<file path="config.mk">
export PLATFORM = sky130hd
export DESIGN_NAME = io_window_xlate
export DESIGN_NICKNAME = d
export VERILOG_FILES = /design/src/rtl/io_xlate_pkg.sv /design/src/rtl/io_addr_map.sv /design/src/rtl/io_lane_unit.sv /design/src/rtl/io_window_xlate.sv
export SDC_FILE = /design/constraint.sdc
export NUM_CORES = 1
export LEC_CHECK = 0
export CORE_MARGIN = 5
export CORE_UTILIZATION = 25
export DETAILED_ROUTE_END_ITERATION = 16
export DONT_BUFFER_PORTS = 1
export PLACE_DENSITY_LB_ADDON = 0.2
export SYNTH_ARGS = -nofsm -noshare
export SYNTH_HDL_FRONTEND = slang
export SYNTH_HIERARCHICAL = 1
export SYNTH_SLANG_ARGS = --single-unit
</file>
<file path="constraint.sdc">
create_clock -name clk -period 2.4 [get_ports clk]
set_input_delay 0.36 -clock clk [delete_from_list [all_inputs] [get_ports clk]]
set_output_delay 0.36 -clock clk [all_outputs]
set_load 0.02 [all_outputs]
</file>
<file path="src/rtl/io_xlate_pkg.sv">
package io_xlate_pkg;

    typedef enum logic [1:0] {
        ST_IDLE,
        ST_LO_XFER,
        ST_HI_XFER,
        ST_REPLY
    } xfer_state_e;

    // Legal access sizes are 1, 2 and 4 bytes.
    function automatic logic size_legal(input logic [2:0] sz);
        return (sz == 3'd1) || (sz == 3'd2) || (sz == 3'd4);
    endfunction

endpackage

</file>
<file path="src/rtl/io_addr_map.sv">
module io_addr_map #(
    parameter int OFF_W  = 23,
    parameter int KEEP_W = 5,
    parameter int HI_LSB = 12,
    parameter int MAP_W  = KEEP_W + OFF_W - HI_LSB
) (
    input  logic             sparse,
    input  logic [OFF_W-1:0] off,
    output logic [MAP_W-1:0] port
);

    logic [MAP_W-1:0] dense_port;
    logic [MAP_W-1:0] sparse_port;

    assign dense_port  = off[MAP_W-1:0];
    assign sparse_port = {off[OFF_W-1:HI_LSB], off[KEEP_W-1:0]};
    assign port        = sparse ? sparse_port : dense_port;

endmodule

</file>
<file path="src/rtl/io_lane_unit.sv">
module io_lane_unit #(
    parameter int DATA_W = 32,
    parameter int LANES  = DATA_W / 8,
    parameter int LANE_W = $clog2(LANES)
) (
    input  logic [LANE_W-1:0] lane,
    input  logic [2:0]        size,
    input  logic [DATA_W-1:0] wdata,
    input  logic [DATA_W-1:0] rd_lo,
    input  logic [DATA_W-1:0] rd_hi,
    output logic              split,
    output logic [LANES-1:0]  be_lo,
    output logic [LANES-1:0]  be_hi,
    output logic [DATA_W-1:0] wd_lo,
    output logic [DATA_W-1:0] wd_hi,
    output logic [DATA_W-1:0] rdata
);

    logic [LANES-1:0]    size_mask;
    logic [DATA_W-1:0]   data_mask;
    logic [2*LANES-1:0]  be_wide;
    logic [2*DATA_W-1:0] wd_wide;
    logic [LANE_W+2:0]   bit_shift;

    always_comb begin
        unique case (size)
            3'd1:    size_mask = LANES'(1);
            3'd2:    size_mask = LANES'(3);
            default: size_mask = '1;
        endcase
    end

    for (genvar g = 0; g < LANES; g++) begin : g_byte_mask
        assign data_mask[8*g +: 8] = {8{size_mask[g]}};
    end

    assign bit_shift = {lane, 3'b000};
    assign be_wide   = {{LANES{1'b0}}, size_mask} << lane;
    assign wd_wide   = {{DATA_W{1'b0}}, wdata & data_mask} << bit_shift;

    assign be_lo = be_wide[LANES-1:0];
    assign be_hi = be_wide[2*LANES-1:LANES];
    assign wd_lo = wd_wide[DATA_W-1:0];
    assign wd_hi = wd_wide[2*DATA_W-1:DATA_W];
    assign split = |be_hi;

    assign rdata = DATA_W'({rd_hi, rd_lo} >> bit_shift) & data_mask;

endmodule

</file>
<file path="src/rtl/io_window_xlate.sv">
module io_window_xlate
    import io_xlate_pkg::*;
#(
    parameter int          OFF_W  = 23,
    parameter int          DATA_W = 32,
    parameter int          ADDR_W = 32,
    parameter logic [31:0] BASE   = 32'h8000_0000
) (
    input  logic              clk,
    input  logic              rst_n,
    input  logic              map_sparse,
    input  logic              req_valid,
    output logic              req_ready,
    input  logic              req_write,
    input  logic [OFF_W-1:0]  req_addr,
    input  logic [2:0]        req_size,
    input  logic [DATA_W-1:0] req_wdata,
    output logic              rsp_valid,
    output logic              rsp_err,
    output logic [DATA_W-1:0] rsp_rdata,
    output logic              dn_valid,
    input  logic              dn_ready,
    output logic              dn_write,
    output logic [ADDR_W-1:0] dn_addr,
    output logic [DATA_W/8-1:0] dn_be,
    output logic [DATA_W-1:0] dn_wdata,
    input  logic [DATA_W-1:0] dn_rdata
);

    localparam int LANES  = DATA_W / 8;
    localparam int LANE_W = $clog2(LANES);
    localparam int MAP_W  = 5 + OFF_W - 12;

    xfer_state_e state, state_nx;

    logic              r_write;
    logic              r_sparse;
    logic              r_err;
    logic [OFF_W-1:0]  r_off;
    logic [2:0]        r_size;
    logic [DATA_W-1:0] r_wdata;
    logic [DATA_W-1:0] r_rd_lo;
    logic [DATA_W-1:0] r_rd_hi;

    logic              split;
    logic [LANES-1:0]  be_lo, be_hi;
    logic [DATA_W-1:0] wd_lo, wd_hi, merged;
    logic [OFF_W-1:0]  word_off;
    logic [MAP_W-1:0]  port;
    logic              accept;

    assign accept = (state == ST_IDLE) && req_valid;

    // Word offset of the transaction being driven
    assign word_off = {r_off[OFF_W-1:LANE_W], {LANE_W{1'b0}}}
                    + ((state == ST_HI_XFER) ? OFF_W'(LANES) : OFF_W'(0));

    io_addr_map #(.OFF_W(OFF_W), .MAP_W(MAP_W)) u_map (
        .sparse (r_sparse),
        .off    (word_off),
        .port   (port)
    );

    io_lane_unit #(.DATA_W(DATA_W)) u_lanes (
        .lane   (r_off[LANE_W-1:0]),
        .size   (r_size),
        .wdata  (r_wdata),
        .rd_lo  (r_rd_lo),
        .rd_hi  (r_rd_hi),
        .split  (split),
        .be_lo  (be_lo),
        .be_hi  (be_hi),
        .wd_lo  (wd_lo),
        .wd_hi  (wd_hi),
        .rdata  (merged)
    );

    // Next-state logic
    always_comb begin
        state_nx = state;
        unique case (state)
            ST_IDLE:    if (req_valid) state_nx = size_legal(req_size) ? ST_LO_XFER : ST_REPLY;
            ST_LO_XFER: if (dn_ready)  state_nx = split ? ST_HI_XFER : ST_REPLY;
            ST_HI_XFER: if (dn_ready)  state_nx = ST_REPLY;
            ST_REPLY:                  state_nx = ST_IDLE;
        endcase
    end

    // State and capture registers
    always_ff @(posedge clk) begin
        if (!rst_n) begin
            state    <= ST_IDLE;
            r_write  <= 1'b0;
            r_sparse <= 1'b0;
            r_err    <= 1'b0;
            r_off    <= '0;
            r_size   <= '0;
            r_wdata  <= '0;
            r_rd_lo  <= '0;
            r_rd_hi  <= '0;
        end else begin
            state <= state_nx;
            if (accept) begin
                r_write  <= req_write;
                r_sparse <= map_sparse;
                r_err    <= !size_legal(req_size);
                r_off    <= req_addr;
                r_size   <= req_size;
                r_wdata  <= req_wdata;
                r_rd_lo  <= '0;
                r_rd_hi  <= '0;
            end
            if (state == ST_LO_XFER && dn_ready) r_rd_lo <= dn_rdata;
            if (state == ST_HI_XFER && dn_ready) r_rd_hi <= dn_rdata;
        end
    end

    // Outputs
    always_comb begin
        req_ready = (state == ST_IDLE);
        dn_valid  = (state == ST_LO_XFER) || (state == ST_HI_XFER);
        dn_write  = r_write;
        dn_addr   = BASE + ADDR_W'(port);
        dn_be     = (state == ST_HI_XFER) ? be_hi : be_lo;
        dn_wdata  = (state == ST_HI_XFER) ? wd_hi : wd_lo;
        rsp_valid = (state == ST_REPLY);
        rsp_err   = r_err;
        rsp_rdata = (r_err || r_write) ? '0 : merged;
    end

endmodule

</file>
# --- After elaboration in Yosys (flattened, before gate mapping) ---
# Cells that the tools add are included.
op_classes:
  n_reduce_logical: 13
  n_mux: 15
  addsub: 2
  eq_ne: 11
  n_bitwise: 2
  n_shift: 3
op_table:
  columns: ["operator", "n"]
  rows:
  - ["32-bit two-way mux", 5]
  - ["32-bit AND", 2]
  - ["32-bit by 5-bit << shifter with 64-bit output", 1]
  - ["64-bit by 5-bit right shift with 32-bit output", 1]
  - ["32-bit by 16-bit adder with 32-bit output, first input constant", 1]
  - ["23-bit by 3-bit adder with 23-bit output", 1]
  - ["16-bit two-way mux", 1]
  - ["2-bit two-way mux", 4]
  - ["2-bit one-hot mux with 4 select lines", 1]
  - ["4-bit one-hot mux with 2 select lines", 1]
  - ["4-bit by 2-bit << shifter with 8-bit output", 1]
  - ["3-bit by 1-bit == test with 1-bit output, second input constant", 2]
  - ["3-bit by 2-bit == test with 1-bit output, second input constant", 2]
  - ["2-bit != test, second input constant", 3]
  - ["2-bit == test, second input constant", 2]
  - ["1-bit logical OR", 4]
  - ["4-bit two-way mux", 1]
  - ["2-bit nonzero test", 2]
  - ["4-bit OR reduction", 1]
  - ["3-bit == test, second input constant", 1]
  - ["1-bit logical AND", 3]
  - ["3-bit two-way mux", 1]
  - ["3-bit AND reduction", 1]
  - ["2-bit by 1-bit == test with 1-bit output, second input constant", 1]
  - ["other kinds (3)", 3]
word_totals:
  output_inout_bits: 105
  reg_bits: 127
  word_cells: 55

# --- Logic depth before layout (Yosys ltp) ---
logic_depth:
  ltp_word: 7
  depth_mapped: 9
  depth_no_buf: 9

# --- Hierarchy ---
# The synthesis kept the hierarchy.
by_module_without_submodules:
  columns: ["module", "area_each_um2", "cells_per_inst", "n_inst"]
  rows:
  - ["io_window_xlate", 5610.4, 653, 1]
  - ["io_lane_unit", 1968.1, 208, 1]
  - ["io_addr_map", 210.2, 17, 1]

# --- Worst setup path after synthesis ---
# OpenSTA, ideal clock, no wires.
synth_timing:
  kind: "flip-flop to output port"
  startpoint: "reg state[0]"
  endpoint: "out dn_addr[12]"
  stages_incl_launch_ff: 10
  setup_slack_ps: 79
  t_required_ps: 2040
  path_buffers: 0
  arrival_time_ps: 1961
  path_cell_list: "dfxtp_1 -> inv_1 -> ha_1 -> ha_1 -> ha_1 -> nand3_1 -> nor2_1 -> and4_2 -> xor2_1 -> mux2_4"
synth_via:
  elab_chain_len: 5
synth_lines:
  columns: ["element", "line_no", "text"]
  rows:
  - ["start: declaration", "io_window_xlate.sv:34", "xfer_state_e state, state_nx;"]
  - ["start signal: assignment", "io_window_xlate.sv:102", "state <= state_nx;"]
  - ["2-bit == test", "io_window_xlate.sv:56", "+ ((state == ST_HI_XFER) ? OFF_W'(LANES) : OFF_W'(0));"]
  - ["3-bit two-way mux", "io_window_xlate.sv:56", null]
  - ["23-bit by 3-bit adder with 23-bit output", "io_window_xlate.sv:56", null]
  - ["via word_off[12]", "io_window_xlate.sv:48", "logic [OFF_W-1:0] word_off;"]
  - ["16-bit two-way mux", "io_addr_map.sv:17", "assign port = sparse ? sparse_port : dense_port;"]
  - ["32-bit by 16-bit adder with 32-bit output", "io_window_xlate.sv:123", "dn_addr = BASE + ADDR_W'(port);"]
  - ["end: declaration", "io_window_xlate.sv:24", "output logic [ADDR_W-1:0] dn_addr,"]
# The timed path passes the listed nets, and every way through them passes these cells.

# --- Final worst setup path ---
layout_timing:
  startpoint: "reg state[0]"
  endpoint: "out dn_addr[15]"
# The elaborated chain is that of the path after synthesis.

==> impl_metrics.py <==
metrics = {
    "flow_run": {
        "maxCapViolations": 0,
    },
    "clock_tree": {
        "clock-sinks": 119,
        "htree_levels": 4,
        "cts-root-buf": "clkbuf_16",
        "clkTransAtPathRegs_ns": 0.06,
        "clkLatencyLatePin_ns": 0.43,
        "cts_tree": "yes",
        "cts_buffers": 17,
        "postCtsHoldBufs": 0,
        "clockBufferDepth": 2,
    },
    "sta": {
        "drv_slew": 0,
        "rsz0062_at_grt": "true",
        "worstMarginPinSlew_ns": 0.727,
        "setup_viol": 34,
        "hold_violations": 0,
        "finalClockSkew_ns": 0.00875,
        "whs_ns": 0.0618,
        "relSlewSlack": 0.515,
        "fin_crit_ns": 2.65,
        "fin_crit_sh": 1.10,
        "fmax_mhz": 377,
        "setup_ws_ns": -0.250,
    },
    "pwr": {
        "switchingPower_w": 0.00381,
        "p_leak_nw": 3.58,
        "ir_drop_v": 0.000495,
        "p_total_w": 0.00977,
        "pwr-share-clk": 0.294,
        "seq_power_share": 0.268,
        "power.density_nw_per_um2": 1000,
        "swShare": 0.390,
        "pwr-share-comb": 0.437,
        "power.internal_w": 0.00595,
    },
    "detailed_routing": {
        "drt_iter0_drc": 350,
        "vias_per_cell": 4.89,
        "drtAntennaViolNets": 0,
        "first_pass_iters": 5,
        "route.vias.total": 6245,
        "drc": 0,
        "drt-total-wl_um": 26600,
        "wl_per_cell_um": 20.8,
    },
    "floorplanning": {
        "dieArea_um2": 33700,
        "core_area_um2": 29700,
        "ioPinCount": 201,
        "die_w_um": 184,
        "placementRows": 63,
        "start_util": 0.254,
        "die_h_um": 184,
    },
    "critical_path": {
        "r2r-end": "r_rd_hi[17]",
        "crit_type": "register to output pin",
        "reg2reg_from": "state[0]",
        "critPathRequiredTime_ns": 2.04,
        "cp_max_fo": 3,
        "endpoint_kind": "output pin",
        "worst_r2r_path_depth": 14,
        "cp-start-kind": "register",
        "cp.arrival_ns": 2.29,
        "regToRegSetupSlack_ns": 0.11,
    },
    "outcome": {
        "violations": "negative setup slack",
        "status": "finished with violations",
    },
    "synthesis": {
        "ys_warn_count": 6,
        "syn_avg_cell_area_um2": 8.82,
        "syn_inst": 854,
        "synth_area_um2": 7540,
    },
    "global_route": {
        "grt_pass1_wl_um": 38700,
        "grt_overflow": 0,
        "grt_pass1_vias": 6205,
        "grt_use_total": 0.149,
        "grt_max_degree": 95,
        "antenna_found_initial": 0,
    },
    "cells_and_area": {
        "antennaDiodeCount": 0,
        "syn2layout_area_growth_pct": 29.2,
        "final_area_um2": 9730,
        "fin_nets": 976,
        "drive_gt1_frac": 0.341,
        "fin_util": 0.328,
    },
    "placed_design": {
        "hpwl_um": 17300,
        "io_buffers": 0,
        "place_area_um2": 7910,
        "gp_congestion": 0.821,
    },
    "worst_hold_path": {
        "min-delay-start": "req_wdata[6]",
        "hp-class": "input pin to register",
        "hold_end": "r_wdata[6]",
        "hold_path_depth": 2,
    },
}
[metrics by stage]
stage / cells / setup slack [ns] / TNS (ns)
final: 1276 / -0.250 / -2.80
after global routing: 1276 / -0.379 / -6.57
after CTS: 1265 / -0.264 / -3.33
after detailed placement: 1204 / 0.0378 / 0
after global placement: 1204 / 0.0388 / 0
after floorplan: 878 / 0.0792 / 0
[power groups by stage]
| stage | Clock (W) | Sequential (W) | Combinational [W] |
|---|---|---|---|
| after floorplan | 0 | 0.00251 | 0.00260 |
| after global placement | 0 | 0.00266 | 0.00331 |
| after detailed placement | 0 | 0.00266 | 0.00335 |
| after CTS | 0.00295 | 0.00261 | 0.00404 |
| after global routing | 0.00303 | 0.00266 | 0.00461 |
| final | 0.00287 | 0.00262 | 0.00427 |
[layout by cell type (no fill, tap or decap), types with 9 or more instances in the layout]
cell	n
a21boi_0	23
a21oi_1	43
a22oi_1	55
and2_1	53
and2_4	30
buf_12	15
buf_4	42
buf_6	12
clkbuf_16	19
conb_1	27
dfxtp_1	112
mux2_4	45
mux2i_1	18
mux4_2	32
nand2_1	127
nor2_1	68
xnor2_1	9
[state kept, by name, indices dropped and copies added (netlist names)]
register	count
dn_write	1
r_off	23
r_rd_hi	24
r_rd_lo	32
r_size	3
r_sparse	1
r_wdata	32
rsp_err	1
state	2
[layout make-up]
class | count | area [µm²]
Multi-Input combinational cell | 652 | 5300
Clock inverter | 12 | 188
Fill cell | 3101 | 20000
Sequential cell | 119 | 2400
Tap cell | 390 | 488
Clock buffer | 20 | 467
Inverter | 9 | 41.3
Timing Repair Buffer | 74 | 846
[what timing repair did]
action,CTS,global route
cloned,6,2
buffers inserted,25,15
pin swaps,28,30
gates resized for setup,135,73
endpoints found under the setup margin,73,149
[critical path: stages (launching register included)]
cell	delay, ns
dfxtp_2	0.32
inv_2	0.07
ha_4	0.14
ha_4	0.15
ha_4	0.14
nand4_1	0.13
nor4_4	0.33
nand3_1	0.15
xnor2_1	0.15
mux2_4	0.30
[worst max path at each step]
stage / start / to / cells after the start / slack [ns]
5_1_grt: state[0] / dn_addr[15] / 9 / -0.38
3_3_place_gp: state[0] / dn_addr[13] / 9 / 0.04
6_report: state[0] / dn_addr[15] / 9 / -0.25
4_1_cts: state[0] / dn_addr[15] / 9 / -0.26
3_5_place_dp: state[0] / dn_addr[13] / 9 / 0.04
2_1_floorplan: state[0] / dn_addr[12] / 9 / 0.08
[per-layer routing]
| metal | track usage | vias up | wire length, µm |
|---|---|---|---|
| li1 | - | 2975 | - |
| met3 | 0.0588 | 15 | 2110 |
| met2 | 0.236 | 153 | 12600 |
| met5 | 0 | - | 0 |
| met1 | 0.191 | 3102 | 11600 |
| met4 | 0.0387 | 0 | 289 |
No activity file was read; power rests on OpenSTA's default activity.
